`src/rtl/raster_pkg.sv`:
```
package raster_pkg;

  localparam int RS_DOTS       = 341;
  localparam int RS_LINES      = 262;
  localparam int RS_VBL_LINE   = 241;
  localparam int RS_NMI_LAST   = 4;

  // access captured at the strobe edge, applied one edge later
  typedef struct packed {
    logic wr;
    logic en;
    logic rd;
  } acc_t;

endpackage

```
`src/rtl/raster_counter.sv`:
```
module raster_counter #(
  parameter int DOTS  = raster_pkg::RS_DOTS,
  parameter int LINES = raster_pkg::RS_LINES,
  parameter int DW    = $clog2(DOTS),
  parameter int LW    = $clog2(LINES)
) (
  input  logic          clk,
  input  logic          rst_n,
  input  logic          render_en,
  output logic [DW-1:0] dot,
  output logic [LW-1:0] line,
  output logic          frame_pulse
);

  localparam logic [DW-1:0] DOT_LAST  = DW'(DOTS - 1);
  localparam logic [DW-1:0] DOT_PAR   = DW'(DOTS - 2);
  localparam logic [LW-1:0] LINE_LAST = LW'(LINES - 1);

  logic [DW-1:0] dot_q, dot_d;
  logic [LW-1:0] line_q, line_d;
  logic          odd_q, odd_d;
  logic          fp_q, fp_d;
  logic          last_line, parity_pt, skip, end_line;

  always_comb begin
    last_line = (line_q == LINE_LAST);
    parity_pt = last_line && (dot_q == DOT_PAR);
    skip      = parity_pt && odd_q && render_en;
    end_line  = (dot_q == DOT_LAST) || skip;
    dot_d     = end_line ? '0 : dot_q + DW'(1);
    line_d    = line_q;
    if (end_line)
      line_d = last_line ? '0 : line_q + LW'(1);
    odd_d     = parity_pt ? ~odd_q : odd_q;
    fp_d      = end_line && last_line;
  end

  always_ff @(posedge clk or negedge rst_n) begin
    if (!rst_n) begin
      dot_q  <= '0;
      line_q <= '0;
      odd_q  <= 1'b0;
      fp_q   <= 1'b0;
    end else begin
      dot_q  <= dot_d;
      line_q <= line_d;
      odd_q  <= odd_d;
      fp_q   <= fp_d;
    end
  end

  assign dot         = dot_q;
  assign line        = line_q;
  assign frame_pulse = fp_q;

endmodule

```
`src/rtl/raster_decode.sv`:
```
module raster_decode #(
  parameter int LINES    = raster_pkg::RS_LINES,
  parameter int VBL_LINE = raster_pkg::RS_VBL_LINE,
  parameter int NMI_LAST = raster_pkg::RS_NMI_LAST,
  parameter int DW       = 9,
  parameter int LW       = 9
) (
  input  logic [DW-1:0] dot,
  input  logic [LW-1:0] line,
  output logic          set_evt,
  output logic          clr_evt,
  output logic          nmi_win,
  output logic          on_vbl_line
);

  localparam logic [LW-1:0] L_VBL = LW'(VBL_LINE);
  localparam logic [LW-1:0] L_PRE = LW'(LINES - 1);
  localparam logic [DW-1:0] D_ONE = DW'(1);
  localparam logic [DW-1:0] D_WIN = DW'(NMI_LAST);

  always_comb begin
    on_vbl_line = (line == L_VBL);
    set_evt     = on_vbl_line && (dot == D_ONE);
    clr_evt     = (line == L_PRE) && (dot == D_ONE);
    nmi_win     = on_vbl_line && (dot >= D_ONE) && (dot <= D_WIN);
  end

endmodule

```
`src/rtl/vblank_ctrl.sv`:
```
module vblank_ctrl
  import raster_pkg::*;
(
  input  logic clk,
  input  logic rst_n,
  input  logic set_evt,
  input  logic clr_evt,
  input  logic nmi_win,
  input  logic on_vbl_line,
  input  logic ctrl_wr,
  input  logic ctrl_nmi_en,
  input  logic stat_rd,
  input  logic hit_in,
  input  logic ovf_in,
  output logic vbl,
  output logic hit,
  output logic ovf,
  output logic nmi,
  output logic wtog_clr
);

  acc_t pend_q, pend_d;
  logic vbl_q, vbl_d, hit_q, hit_d, ovf_q, ovf_d;
  logic en_q, en_d, nmi_q, nmi_d, tog_q, tog_d;

  always_comb begin
    pend_d.wr = ctrl_wr;
    pend_d.en = ctrl_nmi_en;
    pend_d.rd = stat_rd;
    vbl_d = vbl_q;
    hit_d = hit_q;
    ovf_d = ovf_q;
    en_d  = en_q;
    nmi_d = nmi_q;
    tog_d = 1'b0;

    // raster events
    if (set_evt) vbl_d = 1'b1;
    if (clr_evt) begin
      vbl_d = 1'b0;
      hit_d = 1'b0;
      ovf_d = 1'b0;
      nmi_d = 1'b0;
    end else begin
      hit_d = hit_q | hit_in;
      ovf_d = ovf_q | ovf_in;
    end
    if (nmi_win) nmi_d = vbl_d & en_q;

    // deferred access effects land after the raster step
    if (pend_q.wr) begin
      en_d = pend_q.en;
      if (!en_q && pend_q.en && vbl_d) nmi_d = 1'b1;
      if (!pend_q.en && nmi_win)       nmi_d = 1'b0;
    end
    if (pend_q.rd) begin
      vbl_d = 1'b0;
      tog_d = 1'b1;
      if (on_vbl_line) nmi_d = 1'b0;
    end
  end

  always_ff @(posedge clk or negedge rst_n) begin
    if (!rst_n) begin
      pend_q <= '0;
      vbl_q  <= 1'b0;
      hit_q  <= 1'b0;
      ovf_q  <= 1'b0;
      en_q   <= 1'b0;
      nmi_q  <= 1'b0;
      tog_q  <= 1'b0;
    end else begin
      pend_q <= pend_d;
      vbl_q  <= vbl_d;
      hit_q  <= hit_d;
      ovf_q  <= ovf_d;
      en_q   <= en_d;
      nmi_q  <= nmi_d;
      tog_q  <= tog_d;
    end
  end

  assign vbl      = vbl_q;
  assign hit      = hit_q;
  assign ovf      = ovf_q;
  assign nmi      = nmi_q;
  assign wtog_clr = tog_q;

endmodule

```
`src/rtl/raster_sync.sv`:
```
module raster_sync #(
  parameter int DOTS     = raster_pkg::RS_DOTS,
  parameter int LINES    = raster_pkg::RS_LINES,
  parameter int VBL_LINE = raster_pkg::RS_VBL_LINE,
  parameter int NMI_LAST = raster_pkg::RS_NMI_LAST,
  parameter int DW       = $clog2(DOTS),
  parameter int LW       = $clog2(LINES)
) (
  input  logic          clk,
  input  logic          rst_n,
  input  logic          render_en,
  input  logic          ctrl_wr,
  input  logic          ctrl_nmi_en,
  input  logic          stat_rd,
  input  logic          spr0_hit_in,
  input  logic          spr_ovf_in,
  input  logic [4:0]    bus_low,
  output logic [DW-1:0] dot_cnt,
  output logic [LW-1:0] line_cnt,
  output logic          nmi_req,
  output logic          frame_pulse,
  output logic [7:0]    stat_byte,
  output logic          wtog_clr
);

  logic set_evt, clr_evt, nmi_win, on_vbl_line;
  logic vbl, hit, ovf;

  raster_counter #(.DOTS(DOTS), .LINES(LINES), .DW(DW), .LW(LW)) u_cnt (
    .clk         (clk),
    .rst_n       (rst_n),
    .render_en   (render_en),
    .dot         (dot_cnt),
    .line        (line_cnt),
    .frame_pulse (frame_pulse)
  );

  raster_decode #(.LINES(LINES), .VBL_LINE(VBL_LINE), .NMI_LAST(NMI_LAST),
                  .DW(DW), .LW(LW)) u_dec (
    .dot         (dot_cnt),
    .line        (line_cnt),
    .set_evt     (set_evt),
    .clr_evt     (clr_evt),
    .nmi_win     (nmi_win),
    .on_vbl_line (on_vbl_line)
  );

  vblank_ctrl u_vbl (
    .clk         (clk),
    .rst_n       (rst_n),
    .set_evt     (set_evt),
    .clr_evt     (clr_evt),
    .nmi_win     (nmi_win),
    .on_vbl_line (on_vbl_line),
    .ctrl_wr     (ctrl_wr),
    .ctrl_nmi_en (ctrl_nmi_en),
    .stat_rd     (stat_rd),
    .hit_in      (spr0_hit_in),
    .ovf_in      (spr_ovf_in),
    .vbl         (vbl),
    .hit         (hit),
    .ovf         (ovf),
    .nmi         (nmi_req),
    .wtog_clr    (wtog_clr)
  );

  assign stat_byte = {vbl, hit, ovf, bus_low};

endmodule

```
`config.mk`:
```
export PLATFORM = sky130hd
export DESIGN_NAME = raster_sync
export DESIGN_NICKNAME = d
export VERILOG_FILES = /design/src/rtl/raster_pkg.sv /design/src/rtl/raster_counter.sv /design/src/rtl/raster_decode.sv /design/src/rtl/vblank_ctrl.sv /design/src/rtl/raster_sync.sv
export SDC_FILE = /design/constraint.sdc
export NUM_CORES = 1
export LEC_CHECK = 0
export BUFFER_PORTS_ARGS = -buffer_cell sky130_fd_sc_hd__buf_2
export CAP_MARGIN = 20
export CORE_ASPECT_RATIO = 1.5
export CORE_MARGIN = 4
export CORE_UTILIZATION = 50
export CTS_BUF_LIST = sky130_fd_sc_hd__clkbuf_16
export DETAILED_ROUTE_END_ITERATION = 16
export GPL_TIMING_DRIVEN = 0
export PLACE_DENSITY = 0.87
export SLEW_MARGIN = 20
export SYNTH_ARGS = -nofsm -noshare
export SYNTH_HDL_FRONTEND = slang
export SYNTH_SLANG_ARGS = --single-unit
```
`constraint.sdc`:
```
create_clock -name clk -period 3.05 [get_ports clk]
set_input_delay 0.305 -clock clk [delete_from_list [all_inputs] [get_ports clk]]
set_output_delay 0.305 -clock clk [all_outputs]
set_load 0.02 [all_outputs]
```
=== Word-level counts from Yosys, hierarchy flattened ===
Cells that the tools add are included.

* Word-level logic and storage cells: 55
* Output and inout port bits: 29
* Register bits after elaboration: 29
* Input port bits: 13

* Bitwise gates (word level): 4
* Reduce and logical (&&, ||, !) cells: 14
* Order comparisons: 2
* Muxes and demuxes: 15
* Equal/unequal tests: 5
* Add/subtract/negate cells: 2

{| class="wikitable"
|+ Operators with widths
! operator !! count
|-
| $eq 9x9->1 const B || 3
|-
| $add 9x1->9 const B || 2
|-
| $mux 9 || 2
|-
| $mux 1 || 13
|-
| $logic_and 1x1->1 || 11
|-
| $eq 9x1->1 const B || 1
|-
| $eq 9x8->1 const B || 1
|-
| $ge 9x1->1 const B || 1
|-
| $le 9x3->1 const B || 1
|-
| $logic_not 1->1 || 2
|-
| $or 1x1->1 || 2
|-
| $and 1x1->1 || 1
|-
| $logic_or 1x1->1 || 1
|-
| $not 1->1 || 1
|}

=== Logic depth before layout (Yosys ltp) ===
Gate-level depths: netlist of the first run.

* Depth in word-level cells: 11
* Depth in mapped cells: 7
* Gate-level depth less buffers: 7

=== Cells and area by module ===
Synthesis of the first run repeated with hierarchy kept, for this count alone.

* Cells, all modules: 142
* Area total of the unflattened synthesis: 1,544.0 um2

{| class="wikitable"
|+ By module, submodules not included
! module !! seq. area each (um2) !! area each (um2) !! cells each !! times used
|-
| raster_counter || 500.5 || 1,064.8 || 100 || 1
|-
| vblank_ctrl || 225.2 || 304.0 || 20 || 1
|-
| raster_decode || 0.0 || 115.1 || 14 || 1
|-
| raster_sync || 0.0 || 60.1 || 8 || 1
|}

=== Worst setup path after synthesis of the first run ===
OpenSTA, ideal clock, no wires.

* Path kind: reg-to-reg
* Start point: register u_cnt.line_q[0], in the netlist u_cnt.line[0]
* End point: register u_cnt.line_q[7], in the netlist u_cnt.line[7]
* Setup time: 125 ps
* Cell stages (with the launch flop): 7
* Buffers on the path: 0
* Data arrival time: 2,390 ps
* Clock period less this slack: 2,515 ps
* Setup slack: 535 ps
* Required time: 2,925 ps
* Cells stage by stage: dfrtp_1 -> ha_1 -> or4bb_1 -> or4b_4 -> a21oi_4 -> nand4_1 -> mux2_4

* Longest elaborated chain between the ends: 5
* Elaborated cells between the ends (all ways): 7
* Those cells by class: add/sub (1); eq/ne (1); mux (1); reduce/logical (4)

{| class="wikitable"
|+ Ends and longest elaborated chain
! what !! line !! source
|-
| start: declaration || raster_counter.sv:20 || <nowiki>logic [LW-1:0] line_q, line_d;</nowiki>
|-
| start signal: assignment || raster_counter.sv:46 || <nowiki>line_q <= line_d;</nowiki>
|-
| parallel branches: the longest is 5 deep, another holds $add 9x1->9 || - ||
|}

Several ways; the timed one is not identified.
A chain may end at the register's enable or synchronous reset.

=== Final worst setup path of the first run ===
* Start point: register u_cnt.line_q[1], in the netlist u_cnt.line[1]
* End point: register u_cnt.line_q[7], in the netlist u_cnt.line[7]

The elaborated chain is that of the path after synthesis.

==> flow_metrics.py, run 1 <==
metrics = {
    "power": {
        "netSwitchingPower_mw": 0.169,
        "clockPowerShare": 0.510,
        "p_per_area_nw_per_um2": 480,
        "ir_drop_mv": 0.455,
        "switching_share": 0.196,
        "power.internal_mw": 0.690,
        "seqPwrFrac": 0.457,
        "leakagePower_nw": 0.872,
        "p_comb_frac": 0.033,
    },
    "placed_design": {
        "dp.cells": 209,
        "dp_hpwl_mm": 2.25,
        "numPortBuffers": 36,
        "gp_congestion": 0.769,
        "placed_area_um2": 1660,
    },
    "grt": {
        "antenna_found_initial": 0,
        "grt_pass1_vias": 1174,
        "grt_pass1_wl_mm": 5.15,
        "grt_max_degree": 30,
        "grt_usage": 0.184,
        "grt_overflow": 0,
    },
    "clocking": {
        "cts_hold_buf": 0,
        "cts_resized": 0,
        "cts_htree_levels": 2,
        "clk_latency_ns": 0.27,
        "cts_buffers": 5,
        "postCtsSetupBuffers": 0,
        "clkTransAtPathRegs_ns": 0.04,
        "cts_root_buffer": "clkbuf_16",
        "clock_path_buffers": 2,
        "cts.sinks": 29,
        "cts_tree": "built",
    },
    "layout": {
        "ff_latch_area_um2": 726,
        "fin_cells": 216,
        "multi_input_area_um2": 606,
        "final_area_um2": 1790,
        "final_util": 0.661,
        "nFillCells": 250,
        "drive_gt1_frac": 0.296,
        "n_antenna_cell": 0,
        "area_growth_pct": 25.1,
        "nets": 197,
    },
    "drt": {
        "dr.pass1.iters": 4,
        "viasPerCell": 5.13,
        "postRouteAntennaNets": 0,
        "wirelength_mm": 2.96,
        "vias": 1109,
        "routedWlPerCell_um": 13.7,
        "first_iter_violations": 26,
        "remaining_drc_errors": 0,
    },
    "die": {
        "die_area_um2": 3800,
        "core_area_um2": 2710,
        "rows": 23,
        "die_h_um": 73.5,
        "die_x_um": 51.7,
        "pin_count": 42,
        "start_util": 0.529,
    },
    "timing": {
        "slew_headroom": 0.574,
        "rsz0062_at_grt": "no",
        "clock-skew-final_ns": 0.00338,
        "post-route-min-period_ns": 2.60,
        "drv_slew": 0,
        "setup_viol": 0,
        "tns_ns": 0,
        "min_period_over_period": 0.853,
        "hold_viol": 0,
        "tightestPinTransition_ns": 0.633,
        "clock.fmax_mhz": 385,
    },
    "synth": {
        "synth-edff-count": 0,
        "synth_flop_cell": "dfrtp_1",
        "synth_area_per_cell_um2": 10.5,
        "ys_ff_latch": 29,
        "syn_nets": 154,
        "ys_seq_area_frac": 0.507,
        "synth_cell_types": 34,
        "synthCells": 136,
        "syn-cell-area_um2": 1430,
        "ys.warnings.count": 0,
        "postSynth.asyncResetShare": 1.00,
    },
    "worst_setup_path": {
        "rr_endpoint": "u_cnt.line[7]",
        "required_ns": 3.20,
        "start_kind": "flip-flop",
        "r2r_setup_slack_ns": 0.45,
        "rr_startpoint": "u_cnt.line[1]",
        "cp.arrival_ns": 2.75,
        "cp_max_fo": 9,
        "critPathCapture": "u_cnt.line[7]",
        "critPathLaunch": "u_cnt.line[1]",
        "crit_type": "flip-flop to flip-flop",
        "endpoint_kind": "flip-flop",
        "ff2ff_path_depth": 7,
    },
    "job": {
        "cap_viol_max_count": 0,
    },
    "run_status": {
        "status": "completed",
    },
    "min_path": {
        "min_path_type": "input port to async pin",
    },
}
-- worst max-delay path: stages, from the launching register on --
cell	delay (ns)
dfrtp_1	0.39
inv_1	0.08
ha_1	0.16
or4bb_1	0.54
or4b_4	0.55
a21oi_4	0.28
nand4_1	0.16
mux2_4	0.32
-- cell usage in the layout (no fill, tap or decap), types with 2 or more instances in the layout --
| cell type | instances |
|---|---|
| nor2b_1 | 3 |
| or4_1 | 2 |
| dfrtp_1 | 29 |
| a21oi_1 | 5 |
| xor2_1 | 5 |
| o21a_1 | 4 |
| nand3_1 | 5 |
| a31oi_1 | 4 |
| xnor2_1 | 6 |
| buf_2 | 37 |
| nand2_1 | 6 |
| inv_1 | 9 |
| clkbuf_16 | 5 |
| nor3b_1 | 2 |
| nand4_1 | 4 |
| buf_4 | 8 |
| nor3_1 | 3 |
| ha_1 | 5 |
| o21ai_0 | 3 |
| and3_1 | 4 |
| nand3b_1 | 2 |
| nor2_1 | 14 |
-- metrics by stage --
stage	power, mW	hold WS [ns]	setup WS (ns)
after global placement	0.426	0.343	0.543
after global routing	0.895	0.103	0.347
final	0.859	0.0448	0.449
after floorplan	0.411	0.00941	0.535
after detailed placement	0.428	0.356	0.447
after CTS	0.866	0.0676	0.434
-- cells in the mapped netlist, types with 5 or more instances --
master	instances	area share
xnor2_1	6	0.037
nor2_1	14	0.037
inv_1	8	0.021
xor2_1	5	0.031
ha_1	5	0.044
nand3_1	5	0.017
nand2_1	6	0.016
buf_4	8	0.042
dfrtp_1	29	0.51
a21oi_1	5	0.017
-- metal layers --
| layer | part of all wire | track usage | up-vias |
|---|---|---|---|
| li1 | - | - | 545 |
| met1 | 0.39 | 0.193 | 526 |
| met2 | 0.53 | 0.322 | 29 |
| met3 | 0.050 | 0.0730 | 9 |
| met4 | 0.026 | 0.0787 | 0 |
| met5 | 0 | 0 | - |
-- power groups by stage --
| stage | registers (mW) | clock network (mW) | logic (mW) |
|---|---|---|---|
| 3_5_place_dp | 0.398 | 0 | 0.0292 |
| 2_1_floorplan | 0.399 | 0 | 0.0122 |
| 6_report | 0.393 | 0.438 | 0.0283 |
| 4_1_cts | 0.393 | 0.444 | 0.0293 |
| 5_1_grt | 0.393 | 0.470 | 0.0321 |
| 3_3_place_gp | 0.398 | 0 | 0.0281 |
-- how the worst min path moves through the flow --
stage / slack (ns) / end / depth (start not counted)
after detailed placement: 0.36 / u_cnt.line[5] / 1
after global placement: 0.34 / u_cnt.line[5] / 1
after floorplan: 0.009 / u_cnt.dot[0] / 0
after global routing: 0.10 / u_cnt.line[3] / 1
final: 0.04 / u_cnt.line[3] / 1
after CTS: 0.07 / u_cnt.line[3] / 1
-- layout make-up --
type / instances / area share
sequential: 29 / 0.406
multi-input combinational: 89 / 0.338
timing repair buffer: 36 / 0.101
clock buffer: 5 / 0.0699
buffer: 10 / 0.0385
tap: 37 / 0.0259
inverter: 8 / 0.0168
clock inverter: 2 / 0.00420
-- cells by family (layout without fill, tap and decap cells) --
logic type,count (synthesis),in the layout,share of synthesized area
AOI/OAI and AO/OA,18,18,0.0840
xor gates and xnor gates,11,11,0.0674
adders and majority gates,5,5,0.0437
buffers and inverters,18,61,0.0691
DFF,29,29,0.507
muxes,2,2,0.0175
and+or+nand+nor,53,53,0.211
Power figures use the tool's default switching activity.
==> inputs of run 2 (changes only) <==
CORE_UTILIZATION = 54   (was 50)
PLACE_DENSITY = 0.92   (was 0.87)
clock period = 3.3 ns   (was 3.05 ns; I/O delays follow)
==> run 2 against run 1 <==
  * Combinational power is 7.4% lower
  * First-iteration DRC count increased by 27%
  * Largest power group unchanged
  * Critical endpoint unchanged
  * Cell count down 0.46%
  * Hold slack improved by 0.033 ns
==> flow_metrics.py, run 2 (synthesis gave the netlist of run 1 again) <==
metrics = {
    "run_status": {
        "status": "completed",
    },
    "drt": {
        "viasPerCell": 5.42,
        "first_iter_violations": 33,
        "wirelength_mm": 3.07,
        "remaining_drc_errors": 0,
        "dr.pass1.iters": 5,
        "routedWlPerCell_um": 14.3,
        "postRouteAntennaNets": 0,
        "vias": 1165,
    },
    "clocking": {
        "cts_tree": "built",
        "cts_resized": 0,
        "cts.sinks": 29,
        "cts_buffers": 5,
        "clock_path_buffers": 2,
        "postCtsSetupBuffers": 0,
        "cts_htree_levels": 2,
        "cts_root_buffer": "clkbuf_16",
        "clkTransAtPathRegs_ns": 0.05,
        "cts_hold_buf": 0,
        "clk_latency_ns": 0.27,
    },
    "die": {
        "die_h_um": 71.0,
        "rows": 22,
        "die_x_um": 50.0,
        "die_area_um2": 3550,
        "start_util": 0.571,
        "core_area_um2": 2500,
        "pin_count": 42,
    },
    "layout": {
        "area_growth_pct": 25.0,
        "final_cell_mix": "buf_2 (37), dfrtp_1 (29), nor2_1 (14)",
        "layout_commonest_cell": "buf_2",
        "nets": 197,
        "n_antenna_cell": 0,
        "drive_gt1_frac": 0.296,
    },
    "placed_design": {
        "dpl_worst_slack_ns": 0.751,
        "gp_congestion": 0.843,
        "dp_hpwl_mm": 2.26,
        "numPortBuffers": 36,
    },
    "timing": {
        "min_period_over_period": 0.780,
        "slew_headroom": 0.572,
        "hold_viol": 0,
        "clock-skew-final_ns": 0.00471,
        "fin_ws_ns": 0.727,
        "setup_viol": 0,
        "rsz0062_at_grt": "no",
        "tightestPinTransition_ns": 0.636,
        "post-route-min-period_ns": 2.57,
        "tns_ns": 0,
        "drv_slew": 0,
        "clock.fmax_mhz": 389,
    },
    "worst_setup_path": {
        "required_ns": 3.45,
        "slowest_stage": "or4b_4",
        "crit_type": "flip-flop to flip-flop",
        "cp.arrival_ns": 2.72,
        "cp_max_fo": 9,
        "endpoint_kind": "flip-flop",
        "worstPathCellList": "inv_1 -> ha_1 -> or4bb_1 -> or4b_4 -> a21oi_4 -> nand4_1 -> mux2_4",
        "critPathMaxStageDelay_ns": 0.55,
        "start_kind": "flip-flop",
        "r2r_setup_slack_ns": 0.73,
    },
    "power": {
        "total_power_mw": 0.793,
        "leakagePower_nw": 0.872,
        "ir_drop_mv": 0.424,
        "p_per_area_nw_per_um2": 443,
    },
    "grt": {
        "grt_pass1_wl_mm": 5.19,
        "grt_overflow": 0,
        "grt_pass1_vias": 1228,
        "antenna_found_initial": 0,
        "grt_max_degree": 30,
        "grt_usage": 0.193,
    },
    "min_path": {
        "min_path_type": "input port to async pin",
    },
    "job": {
        "cap_viol_max_count": 0,
    },
}
[run 2: metal layers]
metal	vias up	global-route usage	part of all wire
met5	-	0	0
met4	0	0.105	0.030
met3	13	0.0695	0.060
met2	42	0.337	0.54
met1	561	0.193	0.36
li1	549	-	-
[run 2: worst paths after layout]
| kind | startpoint | to | cells past startpoint |
|---|---|---|---|
| worst max-delay path | u_cnt.line[1] | u_cnt.line[7] | 7 |
| worst min-delay path | rst_n | u_vbl.nmi | 1 |
| worst max register to register | u_cnt.line[1] | u_cnt.line[7] | 7 |
| worst min register to register | u_vbl.pend_q[0] | u_vbl.wtog_clr | 0 |
| max in group asynchronous | rst_n | u_cnt.line[5] | 1 |
| min in group clk | ctrl_wr | u_vbl.pend_q[2] | 1 |
[run 2: power by group]
group / internal [mW] / leakage, nW / total [mW] / switching, mW
clock: 0.267 / 0.0685 / 0.404 / 0.136
combinational: 0.0105 / 0.455 / 0.0262 / 0.0158
sequential: 0.360 / 0.348 / 0.363 / 0.00249
[run 2: area by class of cell]
| cell class | count | area [um2] |
|---|---|---|
| Sequential cell | 29 | 726 |
| Fill cell | 185 | 717 |
| Multi-Input combinational cell | 89 | 606 |
| Timing Repair Buffer | 36 | 180 |
| Clock buffer | 5 | 125 |
| Buffer | 10 | 68.8 |
| Tap cell | 36 | 45.0 |
| Inverter | 8 | 30.0 |
| Clock inverter | 2 | 7.51 |
[run 2: critical path, delay by kind of cell (launching register included)]
family | cells | cell delay, ns
buffers and inverters | 1 | 0.09
muxes | 1 | 0.31
adders and majority gates | 1 | 0.15
AOI/OAI and AO/OA | 1 | 0.28
DFF | 1 | 0.41
and+or+nand+nor | 3 | 1.21
[run 2: through the flow]
step / area (um2) / std cells / utilization / hold WS [ns]
final: 1790 / 215 / 0.714 / 0.0775
after global routing: 1790 / 215 / 0.714 / 0.123
after CTS: 1790 / 215 / 0.714 / 0.0969
after detailed placement: 1660 / 208 / 0.661 / 0.382
after global placement: 1660 / 208 / 0.661 / 0.369
after floorplan: 1430 / 136 / - / 0.0344
